## src/rtl/ctx_stk_pkg.sv

```systemverilog
package ctx_stk_pkg;
  localparam int unsigned FRAME_WORDS  = 8;
  localparam int unsigned FRAME_BYTES  = FRAME_WORDS * 4;
  localparam int unsigned FRAME_BITS   = FRAME_WORDS * 32;
  localparam int unsigned PAD_FLAG_BIT = 9;

  typedef enum logic [1:0] {
    SQ_IDLE  = 2'd0,
    SQ_PUSH  = 2'd1,
    SQ_POP   = 2'd2,
    SQ_DRAIN = 2'd3
  } sq_state_e;

  function automatic logic [31:0] align8_down(input logic [31:0] a);
    return {a[31:3], 3'b000};
  endfunction

  function automatic logic [31:0] frame_base_of(input logic [31:0] sp);
    return align8_down(sp) - 32'(FRAME_BYTES);
  endfunction

  // push walks downward from the top slot of the frame
  function automatic logic [31:0] push_addr(input logic [31:0] base, input logic [2:0] step);
    return base + 32'(FRAME_BYTES - 4) - {27'd0, step, 2'b00};
  endfunction

  // pop walks upward from slot 0
  function automatic logic [31:0] pop_addr(input logic [31:0] base, input logic [2:0] step);
    return base + {27'd0, step, 2'b00};
  endfunction

  function automatic logic [31:0] sp_after_pop(input logic [31:0] base, input logic pad);
    return base + 32'(FRAME_BYTES) + (pad ? 32'd4 : 32'd0);
  endfunction
endpackage

```

## src/rtl/ctx_sp_unit.sv

```systemverilog
module ctx_sp_unit
  import ctx_stk_pkg::*;
#(
  parameter int unsigned    AW        = 32,
  parameter logic [AW-1:0]  STACK_TOP = AW'(32'h2000_7FFC)
) (
  input  logic          clk,
  input  logic          rst_n,
  input  logic [AW-1:0] limit_i,
  input  logic          push_commit_i,
  input  logic          pop_commit_i,
  input  logic          pop_pad_i,
  output logic [AW-1:0] sp_o,
  output logic [AW-1:0] base_o,
  output logic          pad_need_o,
  output logic          ovf_o
);
  logic [AW-1:0] sp_q;
  logic [31:0]   sp_w, base_w, pop_w;
  logic          wrap;

  always_comb begin
    sp_w       = 32'(sp_q);
    base_w     = frame_base_of(sp_w);
    pop_w      = sp_after_pop(sp_w, pop_pad_i);
    wrap       = align8_down(sp_w) < 32'(FRAME_BYTES);
    base_o     = base_w[AW-1:0];
    pad_need_o = sp_q[2];
    ovf_o      = wrap || (base_o < limit_i);
  end

  always_ff @(posedge clk) begin
    if (!rst_n)             sp_q <= STACK_TOP;
    else if (push_commit_i) sp_q <= base_w[AW-1:0];
    else if (pop_commit_i)  sp_q <= pop_w[AW-1:0];
  end

  assign sp_o = sp_q;

  AST_PUSH_SP_ALIGNED: assert property (@(posedge clk) disable iff (!rst_n)
    push_commit_i |=> (sp_q[2:0] == 3'b000));

  AST_POP_SP_STEP: assert property (@(posedge clk) disable iff (!rst_n)
    pop_commit_i |=> ((sp_q == $past(sp_q) + AW'(FRAME_BYTES)) ||
                      (sp_q == $past(sp_q) + AW'(FRAME_BYTES + 4))));
endmodule

```

## src/rtl/ctx_depth_ctr.sv

```systemverilog
module ctx_depth_ctr #(
  parameter int unsigned DW = 4
) (
  input  logic          clk,
  input  logic          rst_n,
  input  logic          inc_i,
  input  logic          dec_i,
  output logic [DW-1:0] depth_o,
  output logic          zero_o
);
  logic [DW-1:0] cnt_q;

  always_ff @(posedge clk) begin
    if (!rst_n)     cnt_q <= '0;
    else if (inc_i) cnt_q <= cnt_q + 1'b1;
    else if (dec_i) cnt_q <= cnt_q - 1'b1;
  end

  assign depth_o = cnt_q;
  assign zero_o  = (cnt_q == '0);

  AST_DEPTH_ONE_STEP: assert property (@(posedge clk) disable iff (!rst_n)
    !(inc_i && dec_i));

  AST_DEPTH_NO_UNDERFLOW: assert property (@(posedge clk) disable iff (!rst_n)
    dec_i |-> !zero_o);
endmodule

```

## src/rtl/ctx_seq.sv

```systemverilog
module ctx_seq
  import ctx_stk_pkg::*;
#(
  parameter int unsigned AW = 32
) (
  input  logic                  clk,
  input  logic                  rst_n,
  input  logic                  entry_req_i,
  input  logic                  ret_req_i,
  input  logic                  chain_pend_i,
  input  logic                  ovf_i,
  input  logic                  pad_need_i,
  input  logic                  depth_zero_i,
  input  logic [AW-1:0]         base_i,
  input  logic [AW-1:0]         sp_i,
  input  logic [FRAME_BITS-1:0] ctx_i,
  input  logic [31:0]           mem_rdata_i,
  output logic                  mem_we_o,
  output logic                  mem_re_o,
  output logic [AW-1:0]         mem_addr_o,
  output logic [31:0]           mem_wdata_o,
  output logic                  restore_vld_o,
  output logic [2:0]            restore_idx_o,
  output logic                  push_commit_o,
  output logic                  pop_commit_o,
  output logic                  pop_pad_o,
  output logic                  push_done_o,
  output logic                  pop_done_o,
  output logic                  chain_o,
  output logic                  fault_o,
  output logic                  err_o,
  output logic                  busy_o
);
  sq_state_e             state_q;
  logic [2:0]            cnt_q, rd_idx_q, slot;
  logic [AW-1:0]         base_q;
  logic [FRAME_BITS-1:0] frame_q;
  logic                  pad_q, rd_pend_q;
  logic                  idle, ret_any, last_step;
  logic                  entry_go, fault_go, err_go, chain_go, pop_go;
  logic [31:0]           a32, raw;
  logic                  push_ev_q, pop_ev_q, chain_q, fault_q, err_q;

  // named events for the assertions
  always_comb begin
    idle      = (state_q == SQ_IDLE);
    ret_any   = idle && !entry_req_i && ret_req_i;
    entry_go  = idle && entry_req_i && !ovf_i;
    fault_go  = idle && entry_req_i && ovf_i;
    err_go    = ret_any && depth_zero_i;
    chain_go  = ret_any && !depth_zero_i && chain_pend_i;
    pop_go    = ret_any && !depth_zero_i && !chain_pend_i;
    last_step = (cnt_q == 3'd7);
  end

  always_comb begin
    slot = ~cnt_q;
    raw  = frame_q[{slot, 5'b00000} +: 32];
    if (slot == 3'd7) raw[PAD_FLAG_BIT] = pad_q;
    if (state_q == SQ_PUSH) a32 = push_addr(32'(base_q), cnt_q);
    else                    a32 = pop_addr(32'(base_q), cnt_q);
    mem_we_o      = (state_q == SQ_PUSH);
    mem_re_o      = (state_q == SQ_POP);
    mem_addr_o    = a32[AW-1:0];
    mem_wdata_o   = raw;
    push_commit_o = (state_q == SQ_PUSH) && last_step;
    pop_commit_o  = (state_q == SQ_DRAIN);
    pop_pad_o     = mem_rdata_i[PAD_FLAG_BIT];
    busy_o        = !idle;
  end

  always_ff @(posedge clk) begin
    if (!rst_n) begin
      state_q <= SQ_IDLE;
      cnt_q   <= '0;
      base_q  <= '0;
      frame_q <= '0;
      pad_q   <= 1'b0;
    end else begin
      unique case (state_q)
        SQ_IDLE: begin
          cnt_q <= '0;
          if (entry_go) begin
            state_q <= SQ_PUSH;
            base_q  <= base_i;
            frame_q <= ctx_i;
            pad_q   <= pad_need_i;
          end else if (pop_go) begin
            state_q <= SQ_POP;
            base_q  <= sp_i;
          end
        end
        SQ_PUSH: begin
          cnt_q <= cnt_q + 3'd1;
          if (last_step) state_q <= SQ_IDLE;
        end
        SQ_POP: begin
          cnt_q <= cnt_q + 3'd1;
          if (last_step) state_q <= SQ_DRAIN;
        end
        default: state_q <= SQ_IDLE;
      endcase
    end
  end

  always_ff @(posedge clk) begin
    if (!rst_n) begin
      rd_pend_q <= 1'b0;
      rd_idx_q  <= '0;
      push_ev_q <= 1'b0;
      pop_ev_q  <= 1'b0;
      chain_q   <= 1'b0;
      fault_q   <= 1'b0;
      err_q     <= 1'b0;
    end else begin
      rd_pend_q <= (state_q == SQ_POP);
      rd_idx_q  <= cnt_q;
      push_ev_q <= push_commit_o;
      pop_ev_q  <= pop_commit_o;
      chain_q   <= chain_go;
      fault_q   <= fault_go;
      err_q     <= err_go;
    end
  end

  assign restore_vld_o = rd_pend_q;
  assign restore_idx_o = rd_idx_q;
  assign push_done_o   = push_ev_q;
  assign pop_done_o    = pop_ev_q;
  assign chain_o       = chain_q;
  assign fault_o       = fault_q;
  assign err_o         = err_q;

  AST_WR_STEP_DOWN: assert property (@(posedge clk) disable iff (!rst_n)
    (mem_we_o && $past(mem_we_o)) |-> (mem_addr_o == $past(mem_addr_o) - AW'(4)));

  AST_RD_STEP_UP: assert property (@(posedge clk) disable iff (!rst_n)
    (mem_re_o && $past(mem_re_o)) |-> (mem_addr_o == $past(mem_addr_o) + AW'(4)));

  AST_ONE_EVENT: assert property (@(posedge clk) disable iff (!rst_n)
    $onehot0({push_done_o, pop_done_o, chain_o, fault_o, err_o}));

  AST_NO_RW_OVERLAP: assert property (@(posedge clk) disable iff (!rst_n)
    !(mem_we_o && mem_re_o));
endmodule

```

## src/rtl/ctx_stacker.sv

```systemverilog
module ctx_stacker
  import ctx_stk_pkg::*;
#(
  parameter int unsigned   AW        = 32,
  parameter int unsigned   DW        = 4,
  parameter logic [AW-1:0] STACK_TOP = AW'(32'h2000_7FFC)
) (
  input  logic                  clk,
  input  logic                  rst_n,
  input  logic [AW-1:0]         stk_limit_i,
  input  logic                  entry_req_i,
  input  logic                  ret_req_i,
  input  logic                  chain_pend_i,
  input  logic [FRAME_BITS-1:0] ctx_i,
  output logic                  mem_we_o,
  output logic                  mem_re_o,
  output logic [AW-1:0]         mem_addr_o,
  output logic [31:0]           mem_wdata_o,
  input  logic [31:0]           mem_rdata_i,
  output logic                  restore_vld_o,
  output logic [2:0]            restore_idx_o,
  output logic [31:0]           restore_word_o,
  output logic                  push_done_o,
  output logic                  pop_done_o,
  output logic                  chain_o,
  output logic                  ovf_fault_o,
  output logic                  ret_err_o,
  output logic                  busy_o,
  output logic [AW-1:0]         sp_o,
  output logic [DW-1:0]         depth_o
);
  logic [AW-1:0] base_w;
  logic          pad_need_w, ovf_w, depth_zero_w;
  logic          push_commit_w, pop_commit_w, pop_pad_w;

  ctx_sp_unit #(.AW(AW), .STACK_TOP(STACK_TOP)) u_sp (
    .clk           (clk),
    .rst_n         (rst_n),
    .limit_i       (stk_limit_i),
    .push_commit_i (push_commit_w),
    .pop_commit_i  (pop_commit_w),
    .pop_pad_i     (pop_pad_w),
    .sp_o          (sp_o),
    .base_o        (base_w),
    .pad_need_o    (pad_need_w),
    .ovf_o         (ovf_w)
  );

  ctx_depth_ctr #(.DW(DW)) u_depth (
    .clk     (clk),
    .rst_n   (rst_n),
    .inc_i   (push_commit_w),
    .dec_i   (pop_commit_w),
    .depth_o (depth_o),
    .zero_o  (depth_zero_w)
  );

  ctx_seq #(.AW(AW)) u_seq (
    .clk           (clk),
    .rst_n         (rst_n),
    .entry_req_i   (entry_req_i),
    .ret_req_i     (ret_req_i),
    .chain_pend_i  (chain_pend_i),
    .ovf_i         (ovf_w),
    .pad_need_i    (pad_need_w),
    .depth_zero_i  (depth_zero_w),
    .base_i        (base_w),
    .sp_i          (sp_o),
    .ctx_i         (ctx_i),
    .mem_rdata_i   (mem_rdata_i),
    .mem_we_o      (mem_we_o),
    .mem_re_o      (mem_re_o),
    .mem_addr_o    (mem_addr_o),
    .mem_wdata_o   (mem_wdata_o),
    .restore_vld_o (restore_vld_o),
    .restore_idx_o (restore_idx_o),
    .push_commit_o (push_commit_w),
    .pop_commit_o  (pop_commit_w),
    .pop_pad_o     (pop_pad_w),
    .push_done_o   (push_done_o),
    .pop_done_o    (pop_done_o),
    .chain_o       (chain_o),
    .fault_o       (ovf_fault_o),
    .err_o         (ret_err_o),
    .busy_o        (busy_o)
  );

  assign restore_word_o = mem_rdata_i;

  AST_NO_OVERFLOW: assert property (@(posedge clk) disable iff (!rst_n)
    mem_we_o |-> (mem_addr_o >= stk_limit_i));

  AST_FAULT_KEEPS_STATE: assert property (@(posedge clk) disable iff (!rst_n)
    ovf_fault_o |-> ((sp_o == $past(sp_o)) && (depth_o == $past(depth_o)) && !mem_we_o));

  AST_CHAIN_KEEPS_STATE: assert property (@(posedge clk) disable iff (!rst_n)
    chain_o |-> ((sp_o == $past(sp_o)) && (depth_o == $past(depth_o)) && !mem_re_o));

  AST_ERR_AT_ZERO: assert property (@(posedge clk) disable iff (!rst_n)
    ret_err_o |-> ((depth_o == '0) && (sp_o == $past(sp_o)) && !mem_re_o));

  AST_PUSH_DEPTH_UP: assert property (@(posedge clk) disable iff (!rst_n)
    push_done_o |-> (depth_o == $past(depth_o) + 1'b1));
endmodule

```

## config.mk

```make
export PLATFORM = sky130hd
export DESIGN_NAME = ctx_stacker
export DESIGN_NICKNAME = d
export VERILOG_FILES = /design/src/rtl/ctx_stk_pkg.sv /design/src/rtl/ctx_sp_unit.sv /design/src/rtl/ctx_depth_ctr.sv /design/src/rtl/ctx_seq.sv /design/src/rtl/ctx_stacker.sv
export SDC_FILE = /design/constraint.sdc
export NUM_CORES = 1
export LEC_CHECK = 0
export ABC_AREA = 1
export BUFFER_PORTS_ARGS = -buffer_cell sky130_fd_sc_hd__buf_2
export CAP_MARGIN = 20
export CORE_MARGIN = 2
export CORE_UTILIZATION = 35
export DETAILED_ROUTE_END_ITERATION = 10
export GPL_TIMING_DRIVEN = 0
export PLACE_DENSITY = 0.55
export SLEW_MARGIN = 20
export SYNTH_ARGS = -nofsm -noshare
export SYNTH_HDL_FRONTEND = slang
export SYNTH_SLANG_ARGS = --single-unit
export TNS_END_PERCENT = 30
```

## constraint.sdc

```tcl
create_clock -name clk -period 4.5 [get_ports clk]
set_clock_uncertainty 0.15 [all_clocks]
set_input_delay 0.9 -clock clk [delete_from_list [all_inputs] [get_ports clk]]
set_output_delay 0.9 -clock clk [all_outputs]
set_load 0.03 [all_outputs]
```

After elaboration in Yosys (flattened, before gate mapping)
Cells that the tools add are included.

operators by class
  add/subtract/negate cells = 9
  $lt $le $gt $ge = 2
  equality and inequality tests = 8
  shifts and indexed selects = 1
  muxes and demuxes = 15
  bitwise logic cells = 1
  reductions and logical operators = 25

operators by type and width
  operator                                                               number
  256-bit by 9-bit indexed part select with 32-bit output                1
  32-bit 2-to-1 mux                                                      5
  32-bit adder                                                           1
  32-bit by 5-bit adder with 32-bit output                               1
  32-bit by 5-bit adder with 32-bit output, second input constant        1
  32-bit by 6-bit adder with 32-bit output, second input constant        1
  32-bit < comparator                                                    1
  32-bit by 6-bit < comparator with 1-bit output, second input constant  1
  32-bit by 5-bit subtractor with 32-bit output                          1
  32-bit by 6-bit subtractor with 32-bit output, second input constant   1
  1-bit logical AND                                                      10
  2-bit 2-to-1 mux                                                       4
  4-bit 2-to-1 mux                                                       2
  3-bit equality test, second input constant                             2
  2-bit one-hot mux with 3 select lines                                  1
  3-bit one-hot mux with 2 select lines                                  1
  2-bit nonzero test                                                     3
  1-bit zero test                                                        5
  4-bit by 1-bit adder with 4-bit output, second input constant          1
  2-bit equality test, second input constant                             2
  4-bit zero test                                                        1
  2-bit by 1-bit != test with 1-bit output, second input constant        2
  2-bit AND reduction                                                    2
  4-bit by 1-bit subtractor with 4-bit output, second input constant     1
  other kinds (10)                                                       10

storage, ports and cells
  bits in registers = 339
  output and inout port bits = 144
  logic and storage cells = 75

Depth between registers and ports, before layout
  depth in word-level cells = 8
  depth in mapped cells = 25

Modules after synthesis
A second synthesis with hierarchy kept.

unflattened totals
  cell total of the unflattened synthesis = 3,301
  area total of the unflattened synthesis = 21,026.4 um^2

by module, submodules not included
  module         instances  cells an instance  area an instance (um^2)  sequential area each (um^2)
  ctx_seq        1          2,570              16,654.7                 6,065.8
  ctx_sp_unit    1          665                3,873.7                  600.6
  ctx_depth_ctr  1          34                 257.7                    80.1
  ctx_stacker    1          32                 240.2                    0.0

Worst setup path after synthesis
Ideal clock, no wire load.

  path type = flip-flop to output port
  start = reg u_seq.cnt_q[1]
  end = out mem_addr_o[26]
  data arrival time = 2.934 ns
  required time = 3.450 ns
  path slack = 0.516 ns
  stages on the path, launching flop included = 16
  buffers on the path = 2
  cells stage by stage = dfxtp_1 inv_1 clkbuf_1 clkbuf_1 fa_1 inv_1 nand2_1 nand2_1 nand2_1 nor2_1 nand2_1 nor2_2 nand4_1 nor2_1 a21oi_1 o21ai_0

on the way
  cells in the longest elaborated chain, start to end = 2
  elaborated cells on any way between the ends = 3

RTL lines
  element                                                                                                           RTL line                              source
  start: declaration                                                                                                ctx_seq.sv:35                         logic [2:0] cnt_q, rd_idx_q, slot;
  start signal: assignment                                                                                          ctx_seq.sv:94                         cnt_q <= cnt_q + 3'd1;
  start signal: assignment                                                                                          ctx_seq.sv:98                         cnt_q <= cnt_q + 3'd1;
  32-bit by 5-bit adder with 32-bit output / 32-bit by 5-bit subtractor with 32-bit output (equally long branches)  ctx_stk_pkg.sv:29, ctx_stk_pkg.sv:24
  32-bit 2-to-1 mux (*)                                                                                             ctx_seq.sv:60                         if (state_q == SQ_PUSH) a32 = push_addr(32'(base_q), cnt_q);
  end: declaration                                                                                                  ctx_stacker.sv:17                     output logic [AW-1:0] mem_addr_o,

Every way passes the cells marked *; elsewhere a longest branch is shown, timed or not.

Worst setup path after layout
  start = reg u_seq.cnt_q[1]
  end = out mem_wdata_o[28]

on the way
  cells in the longest elaborated chain, start to end = 2

RTL lines
  element                                                  RTL line           source
  3-bit NOT                                                ctx_seq.sv:57      slot = ~cnt_q;
  256-bit by 9-bit indexed part select with 32-bit output  ctx_seq.sv:58      raw = frame_q[{slot, 5'b00000} +: 32];
  end: declaration                                         ctx_stacker.sv:18  output logic [31:0] mem_wdata_o,

Every way passes these cells.

==> flow_metrics.env <==
export IMPL_min_period_ns=4.42
export IMPL_clock_sinks=335
export IMPL_synth_warnings=0
export IMPL_synthArstFlopShare_pct=0
export IMPL_post_dp_hpwl_um=68400
export IMPL_insertion_delay_ns=0.57
export IMPL_yosysSeqAreaShare_pct=33.8
export IMPL_fp_dieH_um=242
export IMPL_slew_headroom_pct=24.9
export IMPL_critPathTopFamily="buffers and inverters"
export IMPL_clk_pin_slew_worst_paths_ns=0.06
export IMPL_fin_cells=4246
export IMPL_fp_dieW_um=242
export IMPL_grt_pass1_vias=20200
export IMPL_rsz0062_at_grt="yes"
export IMPL_path_class="reg2out"
export IMPL_end_kind="output pin"
export IMPL_rows=87
export IMPL_cpMostUsedCell="o21ai_0"
export IMPL_leakage_nw=11.0
export IMPL_period_share_pct=98.2
export IMPL_multiInputGateArea_mm2=0.0108
export IMPL_via_per_inst=5.09
export IMPL_cp_arrival_ns=3.37
export IMPL_cts_hold_buf=0
export IMPL_cp_num_buf_inv=3
export IMPL_grt_pass1_wl_um=125000
export IMPL_first_iter_violations=1938
export IMPL_layout_commonest_cell="nand2_1"
export IMPL_place_congestion=0.961
export IMPL_port_buffers=433
export IMPL_timing_final_max_slew_violations=0
export IMPL_design_die_area_mm2=0.0587
export IMPL_overflow=0
export IMPL_syn_area_mm2=0.0199
export IMPL_cts_path_max_buffers=3
export IMPL_first_pass_iters=5
export IMPL_grt_use_total_pct=28.0
export IMPL_layout_common_cells="613 x nand2_1, 479 x a21oi_1, 464 x buf_2"
export IMPL_finalHoldViolations=0
export IMPL_antenna_found_initial=2
export IMPL_cap_violations=0
export IMPL_drc=0
export IMPL_slowest_delay_ns=0.58
export IMPL_ys_ff_latch=335
export IMPL_core_mm2=0.0563
export IMPL_peakVddDrop_v=0.000252
export IMPL_timing_critical_path_from_type="flip-flop"
export IMPL_grt_max_degree=14
export IMPL_outcome="finished clean"
export IMPL_htreeDepth=2
export IMPL_nNetsFinal=3892
export IMPL_routedWlPerCell_um=20.1
export IMPL_fillers=6200
export IMPL_p_total_mw=12.0
export IMPL_required_ns=3.45
export IMPL_ant_nets=0
export IMPL_vias=21600
export IMPL_synthDistinctLibCells=50
export IMPL_final_layout_size_suffix_gt1_share_pct=19.3
export IMPL_cp_slowest_cell="clkbuf_1"
export IMPL_io_pins=469
export IMPL_cts_buffers=39
export IMPL_netlist_instances=2976
export IMPL_dp_cells=4168
export IMPL_synth_area_per_cell_um2=6.67
export IMPL_syn2layout_area_growth_pct=23.5
export IMPL_cts_tree="built"
export IMPL_setup_violations_final=0
export IMPL_p_per_area_mw_per_mm2=488
export IMPL_cp_cell_sequence="clkbuf_1 > buf_1 > o21ai_0 > o21ai_0 > a21oi_1 > a31oi_1 > buf_2"
export IMPL_seq_area_mm2=0.00671
export IMPL_synth_edf_count=0
export IMPL_clock_fmax_ghz=0.226
export IMPL_synth_ff_type="dfxtp_1"
export IMPL_cts_root_buf="clkbuf_16"
export IMPL_start_util_pct=35.3
export IMPL_drt_wl_total_um=85500
export IMPL_min_path_type="reg2reg"
export IMPL_worstMarginPinSlew_ns=1.13
export IMPL_crit_fanout=10
[final cells by class]
type                    instances  area share [%]
diodes                          1          0.0102
plain buffers                 219            5.15
clock buffers                  53            4.52
clock inverters                17           0.816
inverters                     341            5.24
multi-input cells            2083            43.9
flip-flops and latches        335            27.4
well taps                     756            3.86
repair buffers                441            9.13
[metrics by stage]
stage	TNS (ns)	instance area (µm²)	worst slack (ns)	hold WS, ns	util, %
after floorplan	0	19900	0.516	0.275	-
after global placement	-18.95	23000	-0.454	0.288	40.8
after detailed placement	-20.77	23000	-0.494	0.294	40.8
after CTS	-0.00976	24400	-0.00976	0.303	43.3
after global routing	-0.0923	24500	-0.0517	0.312	43.6
final	0	24500	0.0802	0.304	43.6
[registers in the layout, indices dropped and copies added (netlist names), 2 cells and up]
name and flops:
u_depth.depth_o 4, u_seq.base_q 30, u_seq.state_q 2, u_seq.cnt_q 3
u_seq.frame_q 256, u_seq.restore_idx_o 3, u_sp.sp_o 30
[kinds of logic (layout without fill, tap and decap cells)]
| kind of cell | after synthesis | in the layout | synth area share, % |
|---|---|---|---|
| buf+inv | 561 | 1071 | 12.6 |
| other cells | 1 | 5 | 0.0189 |
| flops | 335 | 335 | 33.8 |
| fa+ha+maj | 107 | 107 | 6.86 |
| xor+xnor | 51 | 51 | 2.25 |
| compound gates | 964 | 964 | 25.2 |
| simple gates | 957 | 957 | 19.3 |
[report_power, final]
group | internal [mW] | switching (mW) | total [mW]
logic | 1.55 | 3.72 | 5.28
registers | 3.20 | 0.179 | 3.38
clock network | 1.96 | 1.36 | 3.32
[Yosys cell counts, types with 21 or more instances]
master	n	area, µm²
clkbuf_1	94	353
buf_2	45	225
a31oi_1	37	231
nor2_1	214	803
inv_1	331	1240
nand3_1	70	350
nand2_1	616	2310
o21ai_0	269	1350
o21ai_1	128	641
dfxtp_1	335	6710
a21oi_1	482	2410
buf_4	48	360
xor2_1	44	385
ha_1	104	1300
buf_6	21	236
[per-layer routing]
layer  global-route usage [%]  wire length (µm)  up-vias
met4                     10.6              3230        0
li1                         -                 -    10700
met5                        0                 0        -
met2                     41.5             35900      792
met1                     40.6             40400    10000
met3                     4.49              5920      134
[worst paths after layout]
path                                         start                 end  slack, ns  depth (start not counted)
worst max register to register        u_sp.sp_o[6]  u_seq.frame_q[159]       0.28                         23
worst min-delay path            u_seq.frame_q[175]  u_seq.frame_q[175]       0.30                          2
worst min register to register  u_seq.frame_q[175]  u_seq.frame_q[175]       0.30                          2
worst max-delay path                u_seq.cnt_q[1]     mem_wdata_o[28]       0.08                          7
[timing repair]
action | in CTS | in global routing
pin swaps | 1 | 4
setup buffers | 3 | 5
setup endpoints to repair | 155 | 193
gates resized for setup | 18 | 56
[tightest hold or removal path, delay by kind of cell (launching register included)]
| family | cells | cell delay [ns] |
|---|---|---|
| DFF | 1 | 0.30 |
| buffers and inverters | 1 | 0.06 |
| AOI/OAI and AO/OA | 1 | 0.05 |
Note: power is estimated with default switching activity, not from simulation.
